**src/rtl/tmr_pkg.sv**
```systemverilog
package tmr_pkg;

  localparam int TMR_FLAG_BIT = 6;
  localparam int FREERUN_BIT  = 6;
  localparam int SETCLR_BIT   = 7;

  typedef enum logic [3:0] {
    OFS_CNT_LO = 4'd4,
    OFS_CNT_HI = 4'd5,
    OFS_LAT_LO = 4'd6,
    OFS_LAT_HI = 4'd7,
    OFS_AUX    = 4'd11,
    OFS_FLAGS  = 4'd13,
    OFS_ENABLE = 4'd14
  } reg_ofs_e;

  typedef struct packed {
    logic wr_cnt_lo;
    logic wr_cnt_hi;
    logic wr_lat_lo;
    logic wr_lat_hi;
    logic wr_flags;
    logic wr_enable;
    logic rd_cnt_lo;
  } strobe_t;

endpackage

```
**src/rtl/tmr_decode.sv**
```systemverilog
module tmr_decode
  import tmr_pkg::*;
#(
  parameter int SEL_W = 4,
  localparam int NREG = 1 << SEL_W
) (
  input  logic             cs,
  input  logic             we,
  input  logic             re,
  input  logic [SEL_W-1:0] sel,
  output strobe_t          strb,
  output logic [NREG-1:0]  store_we
);

  logic wr, rd;

  always_comb begin
    wr = cs & we;
    rd = cs & re;
    strb.wr_cnt_lo = wr && (sel == SEL_W'(OFS_CNT_LO));
    strb.wr_cnt_hi = wr && (sel == SEL_W'(OFS_CNT_HI));
    strb.wr_lat_lo = wr && (sel == SEL_W'(OFS_LAT_LO));
    strb.wr_lat_hi = wr && (sel == SEL_W'(OFS_LAT_HI));
    strb.wr_flags  = wr && (sel == SEL_W'(OFS_FLAGS));
    strb.wr_enable = wr && (sel == SEL_W'(OFS_ENABLE));
    strb.rd_cnt_lo = rd && (sel == SEL_W'(OFS_CNT_LO));
    for (int i = 0; i < NREG; i++) begin
      store_we[i] = wr && (sel == SEL_W'(i));
    end
  end

endmodule

```
**src/rtl/tmr_store.sv**
```systemverilog
module tmr_store #(
  parameter int              NREG       = 16,
  parameter int              DW         = 8,
  parameter logic [NREG-1:0] PLAIN_MASK = 16'h9F0F
) (
  input  logic                     clk,
  input  logic                     rst_n,
  input  logic [NREG-1:0]          store_we,
  input  logic [DW-1:0]            wdata,
  output logic [NREG-1:0][DW-1:0]  bytes_q
);

  for (genvar g = 0; g < NREG; g++) begin : g_byte
    if (PLAIN_MASK[g]) begin : g_kept
      always_ff @(posedge clk) begin
        if (!rst_n)           bytes_q[g] <= '0;
        else if (store_we[g]) bytes_q[g] <= wdata;
      end
    end else begin : g_none
      assign bytes_q[g] = '0;
    end
  end

endmodule

```
**src/rtl/tmr_count.sv**
```systemverilog
module tmr_count
  import tmr_pkg::*;
#(
  parameter int DW = 8,
  localparam int CNT_W = 2 * DW
) (
  input  logic             clk,
  input  logic             rst_n,
  input  logic             tick,
  input  logic             freerun,
  input  strobe_t          strb,
  input  logic [DW-1:0]    wdata,
  output logic [CNT_W-1:0] cnt_q,
  output logic [CNT_W-1:0] lat_q,
  output logic             armed_q,
  output logic             underflow,
  output logic             flag_set
);

  logic at_zero;

  always_comb begin
    at_zero   = (cnt_q == '0);
    underflow = tick && !strb.wr_cnt_hi && at_zero;
    flag_set  = underflow && (freerun || armed_q);
  end

  always_ff @(posedge clk) begin
    if (!rst_n) begin
      cnt_q   <= '0;
      lat_q   <= '0;
      armed_q <= 1'b0;
    end else begin
      if (strb.wr_cnt_lo || strb.wr_lat_lo) lat_q[DW-1:0] <= wdata;
      if (strb.wr_lat_hi || strb.wr_cnt_hi) lat_q[CNT_W-1:DW] <= wdata;
      if (strb.wr_cnt_hi) begin
        cnt_q   <= {wdata, lat_q[DW-1:0]};
        armed_q <= 1'b1;
      end else if (tick) begin
        if (at_zero && freerun) begin
          cnt_q <= lat_q;
        end else begin
          cnt_q <= cnt_q - 1'b1;
          if (at_zero) armed_q <= 1'b0;
        end
      end
    end
  end

endmodule

```
**src/rtl/tmr_irq.sv**
```systemverilog
module tmr_irq
  import tmr_pkg::*;
#(
  parameter int DW = 8,
  localparam int NFLAG = DW - 1
) (
  input  logic             clk,
  input  logic             rst_n,
  input  logic [NFLAG-1:0] set_vec,
  input  logic             clr_tmr,
  input  logic             wr_flags,
  input  logic             wr_enable,
  input  logic [DW-1:0]    wdata,
  output logic [NFLAG-1:0] ifr_q,
  output logic [NFLAG-1:0] ier_q,
  output logic             irq
);

  logic [NFLAG-1:0] clr_vec;

  always_comb begin
    clr_vec = '0;
    if (wr_flags) clr_vec = wdata[NFLAG-1:0];
    if (clr_tmr)  clr_vec[TMR_FLAG_BIT] = 1'b1;
    irq = |(ifr_q & ier_q);
  end

  always_ff @(posedge clk) begin
    if (!rst_n) begin
      ifr_q <= '0;
      ier_q <= '0;
    end else begin
      ifr_q <= (ifr_q & ~clr_vec) | set_vec;
      if (wr_enable) begin
        if (wdata[SETCLR_BIT]) ier_q <= ier_q | wdata[NFLAG-1:0];
        else                   ier_q <= ier_q & ~wdata[NFLAG-1:0];
      end
    end
  end

endmodule

```
**src/rtl/tmr_top.sv**
```systemverilog
module tmr_top
  import tmr_pkg::*;
#(
  parameter int ADDR_W = 8,
  parameter int SEL_W  = 4,
  parameter int DW     = 8,
  localparam int NREG  = 1 << SEL_W,
  localparam int CNT_W = 2 * DW,
  localparam int NFLAG = DW - 1
) (
  input  logic          clk,
  input  logic          rst_n,
  input  logic          tick,
  input  logic          cs,
  input  logic          we,
  input  logic          re,
  input  logic [ADDR_W-1:0] addr,
  input  logic [DW-1:0] wdata,
  output logic [DW-1:0] rdata,
  output logic          irq
);

  logic [SEL_W-1:0]        sel;
  logic                    unused_addr_hi;
  strobe_t                 strb;
  logic [NREG-1:0]         store_we;
  logic [NREG-1:0][DW-1:0] bytes_q;
  logic [CNT_W-1:0]        cnt_q, lat_q;
  logic                    armed_q, uf, flag_set, freerun, load_ev, tflag;
  logic [NFLAG-1:0]        set_vec, ifr_q, ier_q;
  logic [DW-1:0]           rd_mux;

  assign sel            = addr[SEL_W-1:0];
  assign unused_addr_hi = ^addr[ADDR_W-1:SEL_W];
  assign freerun        = bytes_q[OFS_AUX][FREERUN_BIT];
  assign load_ev        = strb.wr_cnt_hi;
  assign tflag          = ifr_q[TMR_FLAG_BIT];

  tmr_decode #(.SEL_W(SEL_W)) u_dec (
    .cs(cs), .we(we), .re(re), .sel(sel), .strb(strb), .store_we(store_we)
  );

  tmr_store #(.NREG(NREG), .DW(DW)) u_store (
    .clk(clk), .rst_n(rst_n), .store_we(store_we), .wdata(wdata), .bytes_q(bytes_q)
  );

  tmr_count #(.DW(DW)) u_cnt (
    .clk(clk), .rst_n(rst_n), .tick(tick), .freerun(freerun), .strb(strb),
    .wdata(wdata), .cnt_q(cnt_q), .lat_q(lat_q), .armed_q(armed_q),
    .underflow(uf), .flag_set(flag_set)
  );

  always_comb begin
    set_vec = '0;
    set_vec[TMR_FLAG_BIT] = flag_set;
  end

  tmr_irq #(.DW(DW)) u_irq (
    .clk(clk), .rst_n(rst_n), .set_vec(set_vec),
    .clr_tmr(strb.rd_cnt_lo | strb.wr_lat_hi),
    .wr_flags(strb.wr_flags), .wr_enable(strb.wr_enable), .wdata(wdata),
    .ifr_q(ifr_q), .ier_q(ier_q), .irq(irq)
  );

  always_comb begin
    case (sel)
      SEL_W'(OFS_CNT_LO): rd_mux = cnt_q[DW-1:0];
      SEL_W'(OFS_CNT_HI): rd_mux = cnt_q[CNT_W-1:DW];
      SEL_W'(OFS_LAT_LO): rd_mux = lat_q[DW-1:0];
      SEL_W'(OFS_LAT_HI): rd_mux = lat_q[CNT_W-1:DW];
      SEL_W'(OFS_FLAGS):  rd_mux = {irq, ifr_q};
      SEL_W'(OFS_ENABLE): rd_mux = {1'b1, ier_q};
      default:            rd_mux = bytes_q[sel];
    endcase
  end

  always_ff @(posedge clk) begin
    if (!rst_n)         rdata <= '0;
    else if (cs && re)  rdata <= rd_mux;
  end

endmodule

```
**config.mk**
```make
export PLATFORM = sky130hd
export DESIGN_NAME = tmr_top
export DESIGN_NICKNAME = d
export VERILOG_FILES = /design/src/rtl/tmr_pkg.sv /design/src/rtl/tmr_decode.sv /design/src/rtl/tmr_store.sv /design/src/rtl/tmr_count.sv /design/src/rtl/tmr_irq.sv /design/src/rtl/tmr_top.sv
export SDC_FILE = /design/constraint.sdc
export NUM_CORES = 1
export LEC_CHECK = 0
export BUFFER_PORTS_ARGS = -buffer_cell sky130_fd_sc_hd__buf_2
export CORE_MARGIN = 10
export CORE_UTILIZATION = 55
export CTS_CLUSTER_DIAMETER = 80
export DETAILED_ROUTE_END_ITERATION = 16
export GPL_TIMING_DRIVEN = 0
export PLACE_DENSITY = 0.74
export SYNTH_ARGS = -nofsm -noshare
export SYNTH_HDL_FRONTEND = slang
export SYNTH_SLANG_ARGS = --single-unit
```
**constraint.sdc**
```tcl
create_clock -name clk -period 3.04 [get_ports clk]
set_input_delay 0.456 -clock clk [delete_from_list [all_inputs] [get_ports clk]]
set_output_delay 0.456 -clock clk [all_outputs]
set_load 0.02 [all_outputs]
```
==> flow_summary_export.csv <==
group,metric,value,unit
clocking,cts_buffer_depth,2,
timing,maxSlewHeadroom,26.2,%
worst_setup_path,regToRegSetupSlack,0.28,ns
worst_setup_path,critPathLaunchType,"input port",
grt,grt_max_degree,17,
place,place_inst,905,
layout,ff_latch_area,2700,um^2
clocking,ctsResizeCount,0,
timing,timing.final.hold_violations,0,
power_and_ir_drop,p_int,0.00356,W
worst_setup_path,crit_top_cell,"clkbuf_1",
floorplan,die_y,128,um
drt,first_iter_violations,883,
drt,vias,6189,
synthesis,synth_nets,760,
timing,drv_slew,0,
timing,period_share,96.0,%
floorplan,die_w,128,um
power_and_ir_drop,p_clk_share,49.8,%
power_and_ir_drop,seqPwrFrac,39.1,%
clocking,htree_levels,4,
timing,fmax,343,MHz
floorplan,dieArea,16500,um^2
clocking,cts_made_buffers,17,
synthesis,synthCells,737,
clocking,post_cts_buffers,0,
clocking,root_buffer,"clkbuf_16",
power_and_ir_drop,peakVddDrop,0.699,mV
worst_setup_path,worstReg2RegEnd,"u_cnt.cnt_q[7]",
layout,fillCellCount,952,
drt,drt_wl_total,22000,um
timing,fin_tns_setup,0,ns
timing,min_period,2.92,ns
timing,rsz0062_at_grt,"false",
grt,overflow,0,
floorplan,rows,39,
place,place_ws,-0.215,ns
worst_setup_path,crit_family,"buffers and inverters",
run_status,status,"finished, final reports clean",
floorplan,io_pins,31,
place,place_hpwl,15100,um
worst_setup_path,max_stage_delay,0.69,ns
drt,route.detailed.drc,0,
layout,multi_input_area,3520,um^2
grt,first_global_vias,5918,
hold_path,whs_path_depth,3,
drt,drtPass1Iterations,7,
synthesis,synth_area,6460,um^2
synthesis,synth_warnings,0,
floorplan,start_util,56.3,%
clocking,clk-insertion-delay-late,0.43,ns
hold_path,hp-class,"in -> reg",
drt,drtAntennaViolNets,0,
worst_setup_path,crit_cells,7,
place,io_buffer_count,25,
timing,hold_ws,0.391,ns
power_and_ir_drop,p_leak,2.65,nW
clocking,hold_buffers,0,
hold_path,hp-start,"wdata[2]",
worst_setup_path,crit_buf_inv,4,
grt,grt_use_total,26.3,%
clocking,clock-sinks,135,
synthesis,synth_ff_type,"dfxtp_1",
synthesis,synth_seq_cells,135,
clocking,clkSlewWorstSetupHoldPaths,0.06,ns
drt,wl_per_cell,23.5,um
floorplan,fp.coreArea,11500,um^2
layout,fin_nets,804,
synthesis,postSynth.asyncResetShare,0,%
drt,routed_via_density,6.61,
worst_setup_path,crit_chain,"buf_2, clkbuf_1, buf_1, clkbuf_1, nand3_1, mux2i_1, nor2_1",
worst_setup_path,path_max_fanout,10,
layout,areaGrowthSynthToFinish,15.2,%
synthesis,yosysSeqAreaShare,41.9,%
worst_setup_path,crit_required,3.34,ns
hold_path,min_to,"u_store.bytes_q[10]",
clocking,cts_tree,"done",
power_and_ir_drop,netSwitchingPower,0.00124,W
layout,layout-drive-gt1-share,12.2,%
worst_setup_path,critical_path.slowest_cell,"buf_1",
timing,setup_viol,0,
layout,final_cells,937,
timing,finalClockSkew,0.00880,ns
synthesis,yosys.cell_types.count,62,
power_and_ir_drop,comb_power_share,11.1,%
worst_setup_path,worstSetupPathType,"in -> reg",
grt,antenna_found_initial,0,
worst_setup_path,worst-r2r-cell-count,8,
place,routabilityCongestion,0.983,
grt,grt_pass1_wl,33400,um
synthesis,avgSynthCellArea,8.76,um^2
worst_setup_path,worst_r2r_startpoint,"u_cnt.cnt_q[0]",
worst_setup_path,end_kind,"register",
job,max-cap-violations,0,
layout,diodes,0,
worst_setup_path,cp.arrival,3.22,ns
timing,max_slew.worst_pin.slew,1.10,ns
timing,setup_ws,0.121,ns
power_and_ir_drop,p_sw_share,25.8,%
power_and_ir_drop,power_density,644,nW/um^2
layout,utilization,64.9,%
synthesis,synth_edf_count,0,
[cells in the final DEF (no fill, tap or decap), types with 4 or more instances in the layout]
| cell type | synthesis | final |
|---|---|---|
| inv_1 | 5 | 5 |
| nand3_1 | 41 | 41 |
| o21ai_0 | 29 | 29 |
| clkbuf_16 | 0 | 17 |
| dfxtp_1 | 135 | 135 |
| clkbuf_1 | 50 | 52 |
| inv_6 | 0 | 5 |
| a21oi_1 | 66 | 66 |
| a22oi_1 | 7 | 7 |
| nand2_1 | 86 | 86 |
| nor2_2 | 4 | 4 |
| buf_2 | 4 | 29 |
| o21ai_1 | 4 | 4 |
| nor2_1 | 89 | 89 |
| o22ai_1 | 9 | 9 |
| and3_1 | 8 | 8 |
| a31oi_1 | 12 | 12 |
| nand2b_1 | 11 | 11 |
| xnor2_1 | 9 | 9 |
| buf_1 | 4 | 4 |
| bufinv_16 | 0 | 6 |
| mux2_2 | 4 | 4 |
| o221ai_1 | 10 | 10 |
| mux4_2 | 18 | 18 |
| or3_1 | 6 | 6 |
| a22o_1 | 4 | 4 |
| mux2i_1 | 63 | 63 |
| nor3_1 | 5 | 5 |
[power groups by stage]
stage / Combinational, W / Sequential, W / Clock (W)
floorplan: 0.000350 / 0.00190 / 0
global placement: 0.000494 / 0.00191 / 0
detailed placement: 0.000508 / 0.00191 / 0
CTS: 0.000511 / 0.00187 / 0.00237
global route: 0.000561 / 0.00188 / 0.00246
finish: 0.000530 / 0.00187 / 0.00239
[worst register-to-register path, stage by stage (launching register included)]
cell and delay, ns:
dfxtp_1 0.35, inv_1 0.09, ha_1 0.16, nor3b_2 0.40
nand4b_2 0.25, or4b_1 0.52, clkbuf_1 0.20, a211o_1 0.34
a2111oi_2 0.35
[cell type report]
type / instances / area share (%)
Buffer: 58 / 2.99
Inverter: 6 / 0.303
Sequential cell: 135 / 36.3
Tap cell: 143 / 2.40
Clock buffer: 19 / 5.82
Multi-Input combinational cell: 538 / 47.3
Clock inverter: 13 / 3.23
Timing Repair Buffer: 25 / 1.68
[worst max-delay path by stage]
stage                    from             endpoint
2_1_floorplan  u_cnt.cnt_q[0]       u_cnt.cnt_q[7]
3_5_place_dp          addr[1]  u_store.bytes_q[31]
6_report              addr[1]  u_store.bytes_q[31]
4_1_cts        u_cnt.cnt_q[0]       u_cnt.cnt_q[2]
5_1_grt               addr[1]  u_store.bytes_q[31]
3_3_place_gp          addr[1]  u_store.bytes_q[31]
[through the flow]
stage	area (um^2)	power, W
global placement	6760	0.00240
detailed placement	6760	0.00242
CTS	7430	0.00476
finish	7440	0.00479
global route	7440	0.00490
floorplan	6460	0.00225
[sequential cells by signal, indices dropped and copies added (netlist names), named ones only]
name,cells
u_cnt.cnt_q,16
rdata,8
u_cnt.lat_q,16
u_cnt.armed_q,1
u_store.bytes_q,80
u_irq.ifr_q,7
[cell usage after synthesis, drive strengths merged (4+ instances only)]
cell / number / share of area [%]
dfxtp: 135 / 42
nor2: 93 / 5.6
nand2: 86 / 5.0
a21oi: 66 / 5.1
mux2i: 63 / 9.8
clkbuf: 50 / 2.9
nand3: 41 / 3.2
o21ai: 33 / 2.6
mux4: 18 / 6.3
a31oi: 12 / 1.2
nand2b: 11 / 1.1
o221ai: 10 / 1.4
o22ai: 9 / 0.87
xnor2: 9 / 1.2
and3: 8 / 0.78
buf: 8 / 0.54
nor3: 8 / 0.95
a22oi: 7 / 0.81
inv: 6 / 0.35
or3: 6 / 0.58
a22o: 4 / 0.54
mux2: 4 / 0.70
[logic make-up after synthesis]
group,count (synthesis),share of synthesized area (%)
xor gates and xnor gates,11,1.49
muxes,85,16.7
buffers and inverters,64,3.80
adders and majority gates,1,0.194
and+or+nand+nor,273,19.8
AOI/OAI and AO/OA,168,16.2
DFF,135,41.9
[routing by layer]
| layer | part of all wire (%) | vias up | GRT usage [%] |
|---|---|---|---|
| met5 | 0 | - | 0 |
| met4 | 4.2 | 0 | 11.9 |
| met3 | 11 | 81 | 8.75 |
| met2 | 46 | 386 | 41.5 |
| met1 | 38 | 2968 | 32.0 |
| li1 | - | 2754 | - |
Power figures use the tool's default switching activity.
